$ cat config.mk
export PLATFORM = sky130hd
export DESIGN_NAME = guard_status_unit
export DESIGN_NICKNAME = d
export VERILOG_FILES = /design/src/rtl/gsu_pkg.sv /design/src/rtl/gsu_enable_latch.sv /design/src/rtl/gsu_range_guard.sv /design/src/rtl/gsu_busy_flag.sv /design/src/rtl/guard_status_unit.sv
export SDC_FILE = /design/constraint.sdc
export NUM_CORES = 1
export LEC_CHECK = 0
export CAP_MARGIN = 10
export CORE_MARGIN = 2
export CORE_UTILIZATION = 25
export CTS_CLUSTER_DIAMETER = 30
export DETAILED_ROUTE_END_ITERATION = 8
export GPL_ROUTABILITY_DRIVEN = 0
export PLACE_DENSITY = 0.76
export SETUP_SLACK_MARGIN = 0.4
export SLEW_MARGIN = 20
export SYNTH_ARGS = -nofsm -noshare
export SYNTH_HDL_FRONTEND = slang
export SYNTH_SLANG_ARGS = --single-unit
$ cat constraint.sdc
create_clock -name clk -period 1.29 [get_ports clk]
set_clock_uncertainty 0.15 [all_clocks]
set_input_delay 0.3225 -clock clk [delete_from_list [all_inputs] [get_ports clk]]
set_output_delay 0.3225 -clock clk [all_outputs]
set_load 0.01 [all_outputs]
$ cat src/rtl/gsu_pkg.sv
package gsu_pkg;
  typedef enum logic [1:0] {
    PROT_NONE = 2'b00,
    PROT_QTR  = 2'b01,
    PROT_HALF = 2'b10,
    PROT_ALL  = 2'b11
  } prot_e;

  localparam int unsigned SR_W      = 8;
  localparam int unsigned BIT_BUSY  = 0;
  localparam int unsigned BIT_WEL   = 1;
  localparam int unsigned FIELD_LO  = 2;
  localparam int unsigned FIELD_HI  = 3;
endpackage

$ cat src/rtl/gsu_enable_latch.sv
module gsu_enable_latch (
  input  logic clk,
  input  logic rst,
  input  logic wren_seen,
  input  logic cs_rise,
  input  logic extra_bit,
  input  logic clear,
  output logic wel
);
  logic armed;

  // The set is pending only between the command end and the very next event.
  always_ff @(posedge clk) begin
    if (rst) begin
      armed <= 1'b0;
    end else if (wren_seen) begin
      armed <= 1'b1;
    end else if (cs_rise || extra_bit) begin
      armed <= 1'b0;
    end
  end

  always_ff @(posedge clk) begin
    if (rst) begin
      wel <= 1'b0;
    end else if (clear) begin
      wel <= 1'b0;
    end else if (armed && cs_rise) begin
      wel <= 1'b1;
    end
  end
endmodule

$ cat src/rtl/gsu_range_guard.sv
module gsu_range_guard #(
  parameter int unsigned ADDR_W = 9
) (
  input  gsu_pkg::prot_e   field,
  input  logic [ADDR_W-1:0] addr,
  output logic              hit
);
  import gsu_pkg::*;

  localparam int unsigned DEPTH   = 1 << ADDR_W;
  localparam int unsigned QTR_LO  = (DEPTH / 4) * 3;
  localparam int unsigned HALF_LO = DEPTH / 2;

  always_comb begin
    unique case (field)
      PROT_NONE: hit = 1'b0;
      PROT_QTR:  hit = ({1'b0, addr} >= (ADDR_W+1)'(QTR_LO));
      PROT_HALF: hit = ({1'b0, addr} >= (ADDR_W+1)'(HALF_LO));
      default:   hit = 1'b1;
    endcase
  end
endmodule

$ cat src/rtl/gsu_busy_flag.sv
module gsu_busy_flag (
  input  logic clk,
  input  logic rst,
  input  logic wr_start,
  input  logic wr_done,
  output logic busy
);
  always_ff @(posedge clk) begin
    if (rst) begin
      busy <= 1'b0;
    end else if (wr_start) begin
      busy <= 1'b1;
    end else if (wr_done) begin
      busy <= 1'b0;
    end
  end
endmodule

$ cat src/rtl/guard_status_unit.sv
module guard_status_unit #(
  parameter int unsigned ADDR_W = 9,
  parameter int unsigned DATA_W = 8
) (
  input  logic              clk,
  input  logic              rst,
  input  logic              lock_pin,
  input  logic              wren_seen,
  input  logic              cs_rise,
  input  logic              extra_bit,
  input  logic              wrdi_cmd,
  input  logic              sr_req,
  input  logic [DATA_W-1:0] sr_data,
  input  logic              arr_req,
  input  logic [ADDR_W-1:0] arr_addr,
  input  logic              wr_start,
  input  logic              wr_done,
  output logic              arr_grant,
  output logic              arr_deny,
  output logic              sr_grant,
  output logic              sr_deny,
  output logic [DATA_W-1:0] status_out,
  output logic              wel,
  output logic              wip
);
  import gsu_pkg::*;

  prot_e field;
  logic  in_range;
  logic  arr_ok;
  logic  sr_ok;

  gsu_enable_latch u_latch (
    .clk       (clk),
    .rst       (rst),
    .wren_seen (wren_seen),
    .cs_rise   (cs_rise),
    .extra_bit (extra_bit),
    .clear     (wrdi_cmd || wr_done),
    .wel       (wel)
  );

  gsu_range_guard #(.ADDR_W(ADDR_W)) u_range (
    .field (field),
    .addr  (arr_addr),
    .hit   (in_range)
  );

  gsu_busy_flag u_busy (
    .clk      (clk),
    .rst      (rst),
    .wr_start (wr_start),
    .wr_done  (wr_done),
    .busy     (wip)
  );

  assign arr_ok = wel && !lock_pin && !in_range;
  assign sr_ok  = wel && !lock_pin;

  always_ff @(posedge clk) begin
    if (rst) begin
      arr_grant <= 1'b0;
      arr_deny  <= 1'b0;
      sr_grant  <= 1'b0;
      sr_deny   <= 1'b0;
      field     <= PROT_NONE;
    end else begin
      arr_grant <= arr_req && arr_ok;
      arr_deny  <= arr_req && !arr_ok;
      sr_grant  <= sr_req && sr_ok;
      sr_deny   <= sr_req && !sr_ok;
      if (sr_req && sr_ok) begin
        field <= prot_e'(sr_data[FIELD_HI:FIELD_LO]);
      end
    end
  end

  always_comb begin
    status_out = '0;
    status_out[BIT_BUSY] = wip;
    status_out[BIT_WEL]  = wel;
    status_out[FIELD_HI:FIELD_LO] = field;
  end
endmodule

==> results of run 1 <==
worst reg2reg max path, stage by stage, from the launching register on:
cell	delay, ns
dfxtp_2	0.33
buf_6	0.11
a21o_1	0.15
a221oi_2	0.23
nor2b_1	0.15
kinds of logic (layout without fill, tap and decap cells):
logic type,count (synthesis),count (layout)
simple gates,14,14
flops,9,9
buf+inv,7,36
compound gates,5,5
mux,2,2
other cells,1,4
registers in the layout, indices dropped and copies added, names as in the netlist:
name           count
u_latch.armed      1
u_busy.busy        1
field              2
sr_deny            1
arr_deny           1
arr_grant          1
u_latch.wel        1
sr_grant           1
worst paths after layout:
path,from,endpoint,slack [ns],depth (start not counted)
setup / recovery,u_latch.wel,wel,0.09,1
hold / removal,wr_start,u_busy.busy,0.16,3
setup reg to reg,field[1],arr_grant,0.11,4
hold reg to reg,u_busy.busy,u_busy.busy,0.37,2
repair_timing:
action                                  in CTS  in global routing
buffers inserted                             2                  0
gates resized for setup                     57                 14
endpoints found under the setup margin      19                 19
pin swaps                                    6                  2
through the flow:
stage	utilization, %	hold WS (ns)	cell area [µm²]	cells	setup TNS (ns)
2_1_floorplan	-	0.237	387	41	0
3_3_place_gp	47.3	0.322	631	79	-1.17
3_5_place_dp	47.3	0.327	631	79	-1.32
4_1_cts	49.6	0.217	662	85	0
5_1_grt	53.7	0.178	716	85	0
6_report	53.7	0.156	716	85	0
power groups by stage:
stage	Sequential (mW)	Clock, mW	Combinational, mW
CTS	0.289	0.224	0.0829
finish	0.291	0.211	0.0927
global route	0.292	0.245	0.0993
detailed placement	0.294	0	0.0919
global placement	0.294	0	0.0907
floorplan	0.298	0	0.0337
area by class of cell:
| cell class | instances | area share (%) |
|---|---|---|
| Inverter | 1 | 0.524 |
| Clock buffer | 4 | 3.67 |
| Multi-Input combinational cell | 25 | 25.2 |
| Tap cell | 15 | 2.62 |
| Sequential cell | 9 | 26.6 |
| Timing Repair Buffer | 31 | 41.4 |
layer usage:
metal	track usage [%]	wire length [µm]	vias to the layer above	share of wire, %
met2	18.4	503	16	57
met4	1.88	0	0	0
met3	7.76	80	0	9.0
met5	0	0	-	0
li1	-	-	182	-
met1	9.69	302	165	34
cell usage in the layout, fill, tap and decap left out, drive strengths merged:
cell	instances
a21o	1
a21oi	3
a221oi	1
buf	17
clkbuf	4
clkdlybuf4s50	5
conb	4
dfxtp	9
dlygate4sd2	8
dlymetal6s2s	1
inv	1
mux2i	2
nand2b	3
nand3b	1
nor2	7
nor2b	2
nor4	1
==> metrics.md, run 1 <==
| Metric | Value |
|---|---|
| Status | `completed` |
| Vias | `363` |
| Top cells by area, synth | `dfxtp_1, buf_4, nor2_1` |
| Synth top cells by count | `dfxtp_1, nor2_1, buf_4, a21oi_1, nand2b_1` |
| Cell taking the most area after synthesis | `dfxtp_1` |
| Slowest stage delay, CP | `0.36 ns` |
| Final wirelength | `~890 µm` |
| Leakage | `0.363 nW` |
| Vias in the first global route | `341` |
| Fin crit share | `93.0%` |
| Complex-gate fraction of the synthesized area | `roughly 10%` |
| Max Cap Viol | `0` |
| Crit. End Element | `output pin` |
| Number of synthesized flops with an enable pin | `0` |
| 1st-iter DRT viols | `4` |
| Synth async-reset ratio | `0%` |
| Die Area | `0.00177 mm²` |
| Final setup fails | `0` |
| Cells after Synth | `38` |
| Core box area | `0.00133 mm²` |
| Tightest Hold Check Type | `in2reg` |
| Post-route ant nets | `0` |
| Final #Nets | `99` |
| Initial antenna violation count | `0` |
| Pre-CTS setup slack | `-0.242 ns` |
| #FFs+latches synth | `9` |
| Yosys cell types | `13` |
| Combinational power share | `~16%` |
| TritonCTS clock tree | `yes` |
| DR vias/cell | `about 4.3` |
| Synth Area in XOR/XNOR | `0%` |
| Switching part of the total | `a little under a quarter` |
| Sequential power share | `about half` |
| Reg area | `approximately 190 µm²` |
| FILL cells | `130` |
| Largest family of logic cells by synthesized area | `simple AND/OR/NAND/NOR gates` |
| Inserted Diodes | `0` |
| Synth top area share | `about half` |
| Synthesis-to-layout area growth | `97.9%` |
| Setup CP Type | `reg2out` |
| Worst path top cell family by delay | `flip-flops` |
| Final HPWL DP | `625 µm` |
| H-tree depth | `1` |
| Clock power share | `35.5%` |
| Final WS setup | `0.0903 ns` |
| NetSw | `0.135 mW` |
| Multi-input gate area | `around 180 µm²` |
| Simple-gate share of the synthesized area | `19.7%` |
| CTS Hold Bufs | `0` |
| Final Hold Fails | `0` |
| Largest net degree at the start of global routing | `7` |
| Rows | `13` |
| Drt wl/cell | `10.4 µm` |
| CP cell instances | `buf_6` |
| Post-synthesis mux area share | `5.54%` |
| Worst skew pair latency | `0.25 ns` |
| CTS clk-pin slew, worst paths | `0.06 ns` |
| CP max FO | `3` |
| Peak Freq | `834 MHz` |
| Top_reg_cell synth | `dfxtp_1` |
| Peak VDD IR | `roughly 0.48 mV` |
| Max clock buf depth | `2` |
| GR Util All Layers | `10.4%` |
| Area of the mapped netlist | `362 µm²` |
| # port buffers | `24` |
| Slowest cell on crit path | `dfxtp_4` |
| Die width | `about 42 µm` |
| Cell with the most instances after synthesis | `dfxtp_1` |
| Power Dens Cells | `830 mW/mm²` |
| Buf+Inv Stages, Crit Path | `1` |
| Crit path DAT | `0.73 ns` |
| Tot Pwr | `0.594 mW` |
| Num CTS Buffers | `3` |
| Drt pass-1 iters | `4` |
| Sequential area share after synthesis | `49.8%` |
| Unrepaired setup endpoints after global routing | `yes` |
| Syn avg cell area | `9.52 µm²` |
| WP data required | `between 0.8 and 0.9 ns` |
| CTS sink cnt | `9` |
| # IOs | `42` |
| Global route overflow | `0` |
| Slew Viols, Final | `0` |
| Synth warn | `0` |
| Post-synthesis adder-cell area fraction | `0%` |
| DRC viols | `0` |
| DIE HEIGHT | `42.0 µm` |
| Share of post-route cells with drive strength above 1 | `47.1%` |
| Pint | `0.460 mW` |
| First-pass GRT wire length | `1340 µm` |
| Initial Util | `27.1%` |
| Min Tclk post-route | `1.20 ns` |
| Root Buffer | `clkbuf_4` |
| Startpoint Class | `flop` |
No activity file was read; power rests on OpenSTA's default activity.
==> run 2: changes to the inputs <==
Settings changed: ABC_AREA set to 1, CORE_UTILIZATION 25 to 26.
==> metrics.md, run 2 <==
| Metric | Value |
|---|---|
| Status | `completed` |
| Pint | `0.455 mW` |
| Setup CP Type | `reg2out` |
| Worst path top cell family by delay | `flip-flops` |
| Fin util | `a little over half` |
| Final non-filler cell area | `between 700 and 800 µm²` |
| CP cell instances | `buf_6` |
| Synth top area share | `46.9%` |
| Slew Viols, Final | `0` |
| H-tree depth | `1` |
| Synth async-reset ratio | `0%` |
| DIE HEIGHT | `42.4 µm` |
| Synth top cells by count | `nand2_1, nor2_1, dfxtp_1, buf_4` |
| NetSw | `0.161 mW` |
| Min Tclk post-route | `1.22 ns` |
| Leakage | `roughly 0.36 nW` |
| GR Layer Usage met2 | `19.7%` |
| Largest register FFs | `2` |
| Placed cell area | `653 µm²` |
| Peak Freq | `823 MHz` |
| Die width | `42.4 µm` |
| Buf+Inv Stages, Crit Path | `1` |
| CTS sink cnt | `9` |
| Final wirelength | `986 µm` |
| Global route overflow | `0` |
| Drt pass-1 iters | `2` |
| Sequential power share | `a little under half` |
| # port buffers | `24` |
| Final #Nets | `approximately 110` |
| Final HPWL DP | `680 µm` |
| Area of the mapped netlist | `384 µm²` |
| Final Hold Fails | `0` |
| R2R Path Start | `u_latch.wel` |
| Cell taking the most area after synthesis | `dfxtp_1` |
| Unrepaired setup endpoints after global routing | `yes` |
| #FFs+latches synth | `9` |
| Vias in the first global route | `393` |
| CTS clk-pin slew, worst paths | `0.06 ns` |
| Num CTS Buffers | `3` |
| Critical Path Source | `u_latch.wel` |
| Die Area | `0.00180 mm²` |
| Cells after Synth | `53` |
| Met1 Usage GRT | `11.9%` |
| Final setup fails | `0` |
| Slowest cell on crit path | `dfxtp_4` |
| DR vias/cell | `~4.2` |
| Post-route ant nets | `0` |
| Syn avg cell area | `7.25 µm²` |
| Power Dens Cells | `869 mW/mm²` |
| Fin crit share | `a little over nine tenths` |
| Clock power share | `roughly two fifths` |
| Tightest Hold Check Type | `in2reg` |
| Global routing's busiest layer | `met2` |
| # IOs | `42` |
| First-pass GRT wire length | `1610 µm` |
| DRC viols | `0` |
| Peak VDD IR | `between 0.3 and 0.4 mV` |
| CTS Hold Bufs | `0` |
| Initial Util | `28.8%` |
| Core box area | `roughly 0.0013 mm²` |
| Yosys cell types | `10` |
| Combinational power share | `14.7%` |
| Max clock buf depth | `2` |
| Initial antenna violation count | `0` |
| TritonCTS clock tree | `yes` |
| Multi-input gate area | `~190 µm²` |
| Share of post-route cells with drive strength above 1 | `46.4%` |
| Synthesis-to-layout area growth | `84.4%` |
| Top cells by area, synth | `dfxtp_1, nand2_1, buf_4` |
| Crit path DAT | `0.74 ns` |
| Cell with the most instances after synthesis | `nand2_1` |
| Root Buffer | `clkbuf_4` |
| FILL cells | `121` |
| Top_reg_cell synth | `dfxtp_1` |
| Most frequent cells in the layout | `nor2_1, nand2_1, dlygate4sd2_1` |
| Switching part of the total | `a little over a quarter` |
| CP max FO | `3` |
| Hold wc startpoint | `wrdi_cmd` |
| Reg area | `189 µm²` |
| Sequential area share after synthesis | `a little under half` |
| Inserted Diodes | `0` |
| Largest net degree at the start of global routing | `6` |
| Rows | `13` |
| Slowest stage delay, CP | `around 0.35 ns` |
| Max Cap Viol | `0` |
| GR Util All Layers | `between 10% and 20%` |
| 1st-iter DRT viols | `2` |
| Drt wl/cell | `9.96 µm` |
| Tot Pwr | `0.616 mW` |
| Worst skew pair latency | `0.28 ns` |
| Number of synthesized flops with an enable pin | `0` |
| M3 GR Usage | `5.17%` |
| Startpoint Class | `flop` |
| Vias | `415` |
| Synth warn | `0` |
| Crit. End Element | `output pin` |
| WP data required | `0.82 ns` |
| Register name with the most flops | `field` |
-- run 2: cell types whose count changed in the layout (fill, tap and decap cells not counted), moves of 2 or more --
| cell | previous run | this run |
|---|---|---|
| nand2_1 | 0 | 9 |
| buf_6 | 11 | 6 |
| buf_2 | 2 | 5 |
| inv_2 | 0 | 3 |
| nand2_2 | 0 | 3 |
| nor2_1 | 6 | 9 |
| nor2_2 | 0 | 3 |
| inv_1 | 1 | 3 |
| mux2i_1 | 2 | 0 |
| nand2b_1 | 2 | 0 |
-- run 2: what timing repair did --
item,CTS,global route
resized for setup,62,7
setup buffers,1,0
pin swaps,12,4
endpoints found under the setup margin,19,18
-- run 2: per-stage QoR --
stage          TNS [ns]  setup WS, ns  cells  hold WS (ns)
3_3_place_gp     -0.426       -0.0767     94         0.321
6_report              0        0.0744     99         0.252
4_1_cts               0        0.0781     99         0.258
3_5_place_dp     -0.488       -0.0838     94         0.332
5_1_grt               0        0.0529     99         0.288
2_1_floorplan         0         0.355     56         0.237
-- run 2: final timing paths --
path	end	slack, ns	depth (start not counted)
setup / recovery	status_out[1]	0.07	1
hold / removal	u_latch.wel	0.25	4
setup reg to reg	field[0]	0.20	6
hold reg to reg	u_busy.busy	0.34	2
-- run 2: kinds of logic (layout without fill, tap and decap cells) --
| kind of cell | count (synthesis) | in the layout | synth area share [%] |
|---|---|---|---|
| AND/OR/NAND/NOR | 27 | 27 | 29.3 |
| buffers and inverters | 12 | 40 | 17.6 |
| flip-flops | 9 | 9 | 46.9 |
| AO/OA/AOI/OAI | 4 | 4 | 5.21 |
| other | 1 | 4 | 0.976 |
-- run 2: area by class of cell --
cell class                      instances  area share [%]
Timing Repair Buffer                   30            36.7
Multi-Input combinational cell         35            27.0
Sequential cell                         9            26.7
Clock buffer                            4            3.71
Inverter                                6            3.18
Tap cell                               15            2.65
-- run 2: per-layer routing --
| metal | up-vias | routed length [µm] |
|---|---|---|
| li1 | 210 | - |
| met1 | 177 | 387 |
| met2 | 23 | 429 |
| met3 | 5 | 123 |
| met4 | 0 | 45 |
| met5 | - | 0 |
-- run 2: power by group through the flow --
stage	clock, mW	combinational [mW]	sequential [mW]
2_1_floorplan	0	0.0358	0.298
3_3_place_gp	0	0.0963	0.294
3_5_place_dp	0	0.0968	0.295
4_1_cts	0.230	0.0871	0.289
5_1_grt	0.258	0.0979	0.290
6_report	0.236	0.0905	0.289
